$ cat src/rtl/edc_frame_seq.sv
module edc_frame_seq #(
  parameter int SYNC_BYTES = 12,
  parameter int HDR_BYTES  = 4,
  parameter int SUB_BYTES  = 8,
  parameter int DATA_BYTES = 2048,
  parameter int EDC_BYTES  = 4,
  parameter int IW         = 12
) (
  input  logic          clk,
  input  logic          rst,
  input  logic          in_valid,
  input  logic          in_first,
  input  logic          in_mode2,
  output logic          take,
  output logic          start,
  output logic          mode_cur,
  output logic [IW-1:0] idx_cur,
  output logic          feed,
  output logic          last
);

  localparam int M1_BEG = 0;
  localparam int M1_END = SYNC_BYTES + HDR_BYTES + DATA_BYTES;
  localparam int M2_BEG = SYNC_BYTES + HDR_BYTES;
  localparam int M2_END = M2_BEG + SUB_BYTES + DATA_BYTES;

  localparam logic [IW-1:0] M1_LO   = IW'(M1_BEG);
  localparam logic [IW-1:0] M1_HI   = IW'(M1_END + EDC_BYTES);
  localparam logic [IW-1:0] M2_LO   = IW'(M2_BEG);
  localparam logic [IW-1:0] M2_HI   = IW'(M2_END + EDC_BYTES);
  localparam logic [IW-1:0] M1_LAST = IW'(M1_END + EDC_BYTES - 1);
  localparam logic [IW-1:0] M2_LAST = IW'(M2_END + EDC_BYTES - 1);

  logic [IW-1:0] cnt_q;
  logic          mode_q;
  logic          active_q;
  logic          active_cur;
  logic [IW-1:0] lo, hi, last_idx;

  always_comb begin
    active_cur = in_first | active_q;
    take       = in_valid & active_cur;
    start      = in_valid & in_first;
    idx_cur    = in_first ? '0 : cnt_q;
    mode_cur   = in_first ? in_mode2 : mode_q;
    lo         = mode_cur ? M2_LO : M1_LO;
    hi         = mode_cur ? M2_HI : M1_HI;
    last_idx   = mode_cur ? M2_LAST : M1_LAST;
    feed       = take && (idx_cur >= lo) && (idx_cur < hi);
    last       = take && (idx_cur == last_idx);
  end

  always_ff @(posedge clk) begin
    if (rst) begin
      cnt_q    <= '0;
      mode_q   <= 1'b0;
      active_q <= 1'b0;
    end else if (take) begin
      cnt_q    <= idx_cur + 1'b1;
      mode_q   <= mode_cur;
      active_q <= ~last;
    end
  end

endmodule

$ cat config.mk
export PLATFORM = sky130hd
export DESIGN_NAME = edc_frame_seq
export DESIGN_NICKNAME = d
export VERILOG_FILES = /design/src/rtl/edc_frame_seq.sv
export SDC_FILE = /design/constraint.sdc
export NUM_CORES = 1
export LEC_CHECK = 0
export BUFFER_PORTS_ARGS = -buffer_cell sky130_fd_sc_hd__buf_2
export CORE_MARGIN = 10
export CORE_UTILIZATION = 52
export CTS_CLUSTER_SIZE = 40
export DETAILED_ROUTE_END_ITERATION = 6
export GPL_TIMING_DRIVEN = 0
export PLACE_DENSITY_LB_ADDON = 0.3
export SLEW_MARGIN = 20
export SYNTH_ARGS = -nofsm -noshare
export SYNTH_HDL_FRONTEND = slang
export SYNTH_SLANG_ARGS = --single-unit
$ cat constraint.sdc
create_clock -name clk -period 2.07 [get_ports clk]
set_input_delay 0.1035 -clock clk [delete_from_list [all_inputs] [get_ports clk]]
set_output_delay 0.1035 -clock clk [all_outputs]
set_load 0.01 [all_outputs]
=== Word-level counts from Yosys, hierarchy flattened ===
Index checks and enable logic that the tools add are counted.

* Register bits after elaboration: 14
* Bits of input ports: 5
* Word-level logic and storage cells: 19

* Add/sub/neg operators: 1
* Magnitude comparators: 2
* Equal/unequal tests: 1
* Multiplexer cells: 5
* Bitwise operators: 4
* Reductions and logical operators: 3

{| class="wikitable"
|+ Operators with widths
! cell !! count
|-
| $add A12 B1 Y12 const B || 1
|-
| $eq A12 B12 Y1 || 1
|-
| $ge A12 B5 Y1 || 1
|-
| $lt A12 B12 Y1 || 1
|-
| $mux W12 || 1
|-
| $mux W4 || 2
|-
| $mux W5 || 1
|-
| $logic_and A1 B1 Y1 || 3
|-
| $and A1 B1 Y1 || 2
|-
| $mux W1 || 1
|-
| $not A1 Y1 || 1
|-
| $or A1 B1 Y1 || 1
|}

=== Logic depth before layout (Yosys ltp) ===
Gate-level depths: netlist of run 1.

* Depth after elaboration: 5
* Mapped depth: 9

=== Least setup slack after synthesis of run 1 ===
Ideal clock, no wire load.

* Kind: input to output
* Start point: in in_first
* End point: out feed
* Arrival: 1702 ps
* Required time: 1966 ps
* Setup slack: 265 ps
* Stages on the path: 8
* Cells stage by stage: buf_2 > buf_2 > mux2i_1 > ha_1 > and3b_1 > o21a_1 > o41ai_2 > and3_1

* Cells in the longest elaborated chain, start to end: 5
* Elaborated cells on any way between the ends: 10
* Classes of those cells: 2 x order compare; 4 x mux; 2 x bitwise; 2 x reduce/logical

{| class="wikitable"
|+ Ends and longest elaborated chain
! item !! line !! text
|-
| from (decl) || 12 || <nowiki>input logic in_first,</nowiki>
|-
| $mux W1 || 45 || <nowiki>mode_cur = in_first ? in_mode2 : mode_q;</nowiki>
|-
| $mux W5 || 46 || <nowiki>lo = mode_cur ? M2_LO : M1_LO;</nowiki>
|-
| $ge A12 B5 Y1 || 49 || <nowiki>feed = take && (idx_cur >= lo) && (idx_cur < hi);</nowiki>
|-
| $logic_and A1 B1 Y1 || 49 ||
|-
| $logic_and A1 B1 Y1 (*) || 49 ||
|-
| to (decl) || 18 || <nowiki>output logic feed,</nowiki>
|}

Every way passes the cells marked *; elsewhere a longest branch is shown, timed or not.

=== Worst setup path after layout of run 1 ===
* Start point: reg cnt_q[3]
* End point: out feed

* Cells in the longest elaborated chain, start to end: 4
* Elaborated cells on any way between the ends: 5
* Classes of those cells: 2 x order compare; 1 x mux; 2 x reduce/logical

{| class="wikitable"
|+ Ends and longest elaborated chain
! item !! line !! text
|-
| from (decl) || 34 || <nowiki>logic [IW-1:0] cnt_q;</nowiki>
|-
| from (signal assigned) || 59 || <nowiki>cnt_q <= idx_cur + 1'b1;</nowiki>
|-
| $mux W12 (*) || 44 || <nowiki>idx_cur = in_first ? '0 : cnt_q;</nowiki>
|-
| $ge A12 B5 Y1 || 49 ||
|-
| $logic_and A1 B1 Y1 || 49 ||
|-
| $logic_and A1 B1 Y1 (*) || 49 ||
|}

Marks and branches as above.

==> metrics.csv, run 1 <==
metric,value,unit
WS Path Type,reg2out,
Bufs and invs on worst path,2,
Critical R2R Capture,cnt_q[8],
maxcap violations,0,
min cycle time layout,1.99,ns
final net count,149,
# rows,15,
YS warnings,0,
drt total wl,2.44,mm
Mapped Area,946,µm²
total power,0.000504,W
largest net degree at the start of global routing,11,
CTS Root Cell,clkbuf_4,
fin. max-slew vios,0,
Crit Path Max Fanout,5,
area fraction of the dominant cell type after synthesis,29.6,%
r2r setup slk,0.24,ns
post-synth top area cell,dfxtp_1,
Synth area leaders,"dfxtp_1 (30%), nor2b_1 (6.0%), ha_1 (5.3%)",
GRT Residual Overflow,0,
Post-DP HPWL,1.76,mm
"Primary FF master, synth",dfxtp_1,
Die Span Y,62.7,µm
Yosys reg bits,14,
hold bufs inserted after CTS,0,
vias per inst,5.71,
Fillers,149,
clock sinks,14,
ant diodes,0,
CTS tree,done,
core area,1730,µm²
Max VDD drop,0.291,mV
antenna violations before repair,0,
fmax,502,MHz
slew margin rel.,68.5,%
most common cell in the netlist,dfxtp_1,
ys async rst share,0,%
Post-route DRC,0,
Cells after Synth,113,
ranking of synthesized cells by instance count,"dfxtp_1 (14), nand2_1 (10), nor2_1 (9), nor2b_1 (9)",
"delay-heaviest family, CP",simple AND/OR/NAND/NOR gates,
clk slew on worst S/H paths,0.09,ns
number of global-route vias before repair,936,
Worst Skew,0.00851,ns
r2r worst-path depth,6,
Synthesized Nets,122,
R2R Path Start,cnt_q[0],
wire length per cell,15.0,µm
final hold vios,0,
number of synthesized flops with an enable pin,0,
final instance area,1180,µm²
first-pass GRT wire length,4.14,mm
worst path arrival time,1.89,ns
crit path launch type,flop,
layout cells sized above 1,31.2,%
delay of the slowest critical-path stage,0.39,ns
Initial Util,54.8,%
Clock Tree Buf Depth,2,
DIE AREA,3930,µm²
Crit-path slowest cell,dfxtp_4,
final setup vio count,0,
Hold EP,cnt_q[0],
Final period util,96.3,%
total number of vias,931,
total negative slack,0,ns
Placement Cell Area,1080,µm²
ANT nets after route,0,
gr usage total,12.4,%
Hold Slack,0.0420,ns
drt first pass iters,4,
Hold Crit Class,in2reg,
average size of a mapped cell,8.37,µm²
io pins,22,
dpl cells,159,
Tightest Pin Transition,0.472,ns
die width,62.7,µm
H-tree Lvls,1,
hold path startpoint,rst,
synth-to-layout area growth,24.7,%
"critical path, cell by cell","nand2b_4, inv_1, ha_4, and3b_1, o21a_1, o41ai_2, and3_1, buf_2",
CP endpoint kind,output port,
Finished Layout Cells,163,
Hold Path Stages,2,
worst endpoint required time,1.97,ns
DR iter-0 viols,50,
Power per Cell Area,427,nW/µm²
sequential-to-total area share from yosys stat,29.6,%
gp weighted congestion,0.887,
total clock buffers created by CTS,3,
buffers added on ports,21,
status,finished clean,
clk_lat worst skew,0.28,ns
Synth cell types,38,
leakage,0.540,nW
==> worst register-to-register path: cells and delay by family, from the launching register on <==
family	cells	cell delay, ns
AOI/OAI and AO/OA	2	0.27
DFF	1	0.37
adders and majority gates	1	0.29
and+or+nand+nor	3	0.77
==> repair_timing <==
item,CTS,global route
pin swaps,0,1
resized for setup,3,10
setup endpoints to repair,1,1
buffers inserted,1,0
==> worst max-delay path by stage <==
stage | start | endpoint | slack [ns] | depth (start not counted)
after floorplan | in_first | feed | 0.26 | 8
after global placement | in_first | feed | -0.15 | 10
after detailed placement | in_first | feed | -0.14 | 10
after CTS | in_first | feed | 0.002 | 10
after global routing | mode_q | feed | -0.02 | 7
final | cnt_q[3] | feed | 0.08 | 8
==> kinds of logic (layout without fill, tap and decap cells) <==
group | count (synthesis) | count (layout) | synth area share, %
mux | 3 | 3 | 3.31
compound gates | 23 | 23 | 17.5
xor+xnor | 2 | 2 | 1.85
flops | 14 | 14 | 29.6
fa+ha+maj | 4 | 4 | 5.29
simple gates | 55 | 55 | 36.5
buf+inv | 12 | 37 | 5.95
==> metal layers <==
metal / vias up / GRT usage (%) / wire, µm
li1: 458 / - / -
met5: - / 0 / 0
met4: 0 / 5.87 / 25
met1: 445 / 14.4 / 1100
met3: 4 / 3.58 / 105
met2: 24 / 20.4 / 1210
==> metrics by stage <==
| stage | util [%] | worst slack, ns |
|---|---|---|
| 2_1_floorplan | - | 0.265 |
| 3_3_place_gp | 62.7 | -0.153 |
| 3_5_place_dp | 62.7 | -0.136 |
| 4_1_cts | 64.9 | 0.00246 |
| 5_1_grt | 68.3 | -0.0181 |
| 6_report | 68.3 | 0.0767 |
==> flip-flops by register name, summed over array words and instances, names as in the netlist <==
name,flops
cnt_q,12
active_q,1
mode_q,1
==> final cells by class <==
type | instances | area (µm²) | area share (%)
timing repair buffer | 22 | 113 | 9.54
clock buffer | 3 | 22.5 | 1.91
tap | 25 | 31.3 | 2.65
multi-input combinational | 87 | 657 | 55.7
buffer | 5 | 46.3 | 3.92
inverter | 7 | 26.3 | 2.23
sequential | 14 | 284 | 24.1
==> power breakdown <==
part | total (W) | leakage [nW] | switching, W | internal [W]
Sequential | 0.000277 | 0.114 | 0.00000453 | 0.000273
Clock | 0.000152 | 0.0138 | 0.0000845 | 0.0000673
Combinational | 0.0000745 | 0.412 | 0.0000425 | 0.0000320
==> layout by cell type, fill, tap and decap left out, types with 4 or more instances in the layout <==
| master | count |
|---|---|
| nand3_1 | 4 |
| buf_2 | 22 |
| inv_1 | 7 |
| a21oi_1 | 7 |
| dfxtp_1 | 13 |
| nor2b_1 | 9 |
| nor2_1 | 9 |
| nand2_1 | 10 |
Note: power is estimated with default switching activity, not from simulation.
==> run 2: changes to the inputs <==
==> constraint.sdc (replaced) <==
create_clock -name clk -period 2.2 [get_ports clk]
set_input_delay 0.11 -clock clk [delete_from_list [all_inputs] [get_ports clk]]
set_output_delay 0.11 -clock clk [all_outputs]
set_load 0.01 [all_outputs]
==> run 2 against run 1 <==
  * Via count is 0.97% lower
  * Combinational power shrank 11%
  * Clock skew fell by 0.0058 ns
  * Core utilization fell by 2.8 points
  * Routed wire length is 3.5% lower
  * First-iteration DRC count down 18%
  * Sequential power shrank 5%
  * Cell area fell by 4.0%
  * Hold slack better by 0.0089 ns
  * Cell count is 0.61% lower
  * Power fell by 6.9%
  * Register-to-register slack gained 0.13 ns
  * Largest cell class unchanged
  * Largest power group unchanged
==> metrics.csv, run 2 (synthesized netlist as in run 1, its figures left out) <==
metric,value,unit
status,finished clean,
crit path launch type,input port,
total clock buffers created by CTS,3,
"most common cell after layout, fill and taps aside",buf_2,
Post-route DRC,0,
CTS Root Cell,clkbuf_4,
min cycle time layout,2.10,ns
DIE AREA,3930,µm²
Critical R2R Capture,cnt_q[8],
Max VDD drop,0.274,mV
synth-to-layout area growth,19.7,%
RSZ-0062 raised after global routing,false,
Power per Cell Area,414,nW/µm²
area of the multi-input gates,629,µm²
drt first pass iters,4,
final net count,148,
Clock Tree Buf Depth,2,
Tightest Pin Transition,0.469,ns
final hold vios,0,
CP endpoint kind,output port,
FF+latch area,282,µm²
Top reg by flops,cnt_q,
switching share of power,25.6,%
largest net degree at the start of global routing,11,
gr usage total,12.3,%
H-tree Lvls,1,
Net Switching,0.000120,W
Die Span Y,62.7,µm
internal power,0.000349,W
"commonest non-fill, non-tap cells in the layout","buf_2 (23), dfxtp_1 (13), nand2_1 (10)",
layout cells sized above 1,29.2,%
fin. max-slew vios,0,
Hold Crit Class,in2reg,
buffers added on ports,21,
GRT Residual Overflow,0,
worst endpoint required time,2.09,ns
slew margin rel.,68.7,%
Clk pwr share,30.1,%
first-pass GRT wire length,4.11,mm
Crit-path slowest cell,ha_1,
# rows,15,
core area,1730,µm²
hold bufs inserted after CTS,0,
hold path startpoint,rst,
Largest register FFs,12,
Critical Path Most Common Cell,buf_2,
leakage,0.526,nW
"critical path, cell by cell","buf_2, buf_2, buf_6, mux2i_4, ha_1, and3b_1, o21a_1, o41ai_2, and3_1, buf_2",
io pins,22,
antenna violations before repair,0,
wire length per cell,14.5,µm
final instance area,1130,µm²
delay of the slowest critical-path stage,0.26,ns
Reg power frac,55.9,%
Largest regs,"cnt_q (12), active_q (1), mode_q (1)",
Post-DP HPWL,1.76,mm
setup ws final,0.0998,ns
vias per inst,5.69,
Final period util,95.5,%
Crit Path Max Fanout,10,
maxcap violations,0,
final setup vio count,0,
r2r setup slk,0.37,ns
clk_lat worst skew,0.27,ns
worst path arrival time,1.99,ns
CTS tree,done,
Worst Skew,0.00274,ns
drt total wl,2.36,mm
R2R Path Start,cnt_q[0],
Hold Path Stages,2,
post-place setup slack,-0.0194,ns
DR iter-0 viols,41,
die width,62.7,µm
Initial Util,54.8,%
clk slew on worst S/H paths,0.08,ns
Placement Cell Area,1080,µm²
fmax,476,MHz
Logic pwr share,14.1,%
number of global-route vias before repair,923,
total number of vias,922,
ANT nets after route,0,
gp weighted congestion,0.887,
WS Path Type,in2out,
Fillers,162,
ant diodes,0,
clock sinks,14,
Hold EP,cnt_q[0],
r2r worst-path depth,6,
[run 2: changes by cell type in the layout (fill, tap and decap cells not counted)]
| cell | delta |
|---|---|
| buf_2 | +1 |
| buf_4 | -1 |
| buf_8 | -1 |
| dfxtp_2 | +1 |
| dfxtp_4 | -1 |
| ha_1 | +1 |
| ha_4 | -1 |
| nor4_1 | +1 |
| nor4_4 | -1 |
[run 2: power groups by stage]
stage	Clock (W)	Sequential (W)	Combinational, W
floorplan	0	0.000266	0.0000398
global placement	0	0.000267	0.0000592
detailed placement	0	0.000267	0.0000603
CTS	0.000148	0.000261	0.0000618
global route	0.000167	0.000263	0.0000729
finish	0.000141	0.000262	0.0000660
[run 2: how the worst max path moves through the flow]
stage,startpoint,cells after the start,slack (ns),end
finish,in_first,10,0.1,feed
global route,in_first,10,0.01,feed
CTS,in_first,10,0.0005,feed
detailed placement,in_first,10,-0.02,feed
global placement,in_first,10,-0.04,feed
floorplan,in_first,8,0.38,feed
[run 2: final cells by class]
class / count / area share [%]
timing repair buffer: 21 / 9.28
buffer: 5 / 3.20
multi-input combinational: 87 / 55.6
clock buffer: 3 / 1.99
tap: 25 / 2.76
inverter: 7 / 2.32
sequential: 14 / 24.9
[run 2: repair_timing]
item	4_1_cts	5_1_grt
setup buffers	0	0
endpoints found under the setup margin	1	1
resized for setup	1	6
pin swaps	0	0
[run 2: per-stage QoR]
stage               hold WS (ns)  utilization [%]  setup TNS, ns  power [W]  instances
floorplan                  0.179                -              0   0.000306        113
global placement           0.338             62.7        -0.0359   0.000326        159
detailed placement         0.345             62.7        -0.0194   0.000327        159
CTS                       0.0464             64.2              0   0.000472        162
global route              0.0305             65.6              0   0.000502        162
finish                    0.0509             65.6              0   0.000469        162
[run 2: metal layers]
metal / GRT usage (%) / part of all wire [%]
met3: 3.58 / 5.7
met1: 14.3 / 44
met4: 5.87 / 1.4
met5: 0 / 0
met2: 20.3 / 49
[run 2: worst max-delay path, delay by kind of cell]
| family | cells | cell delay (ns) |
|---|---|---|
| buffers and inverters | 4 | 0.66 |
| AND/OR/NAND/NOR | 2 | 0.36 |
| AO/OA/AOI/OAI | 2 | 0.35 |
| adder cells (fa/ha/maj) | 1 | 0.26 |
| multiplexers | 1 | 0.25 |
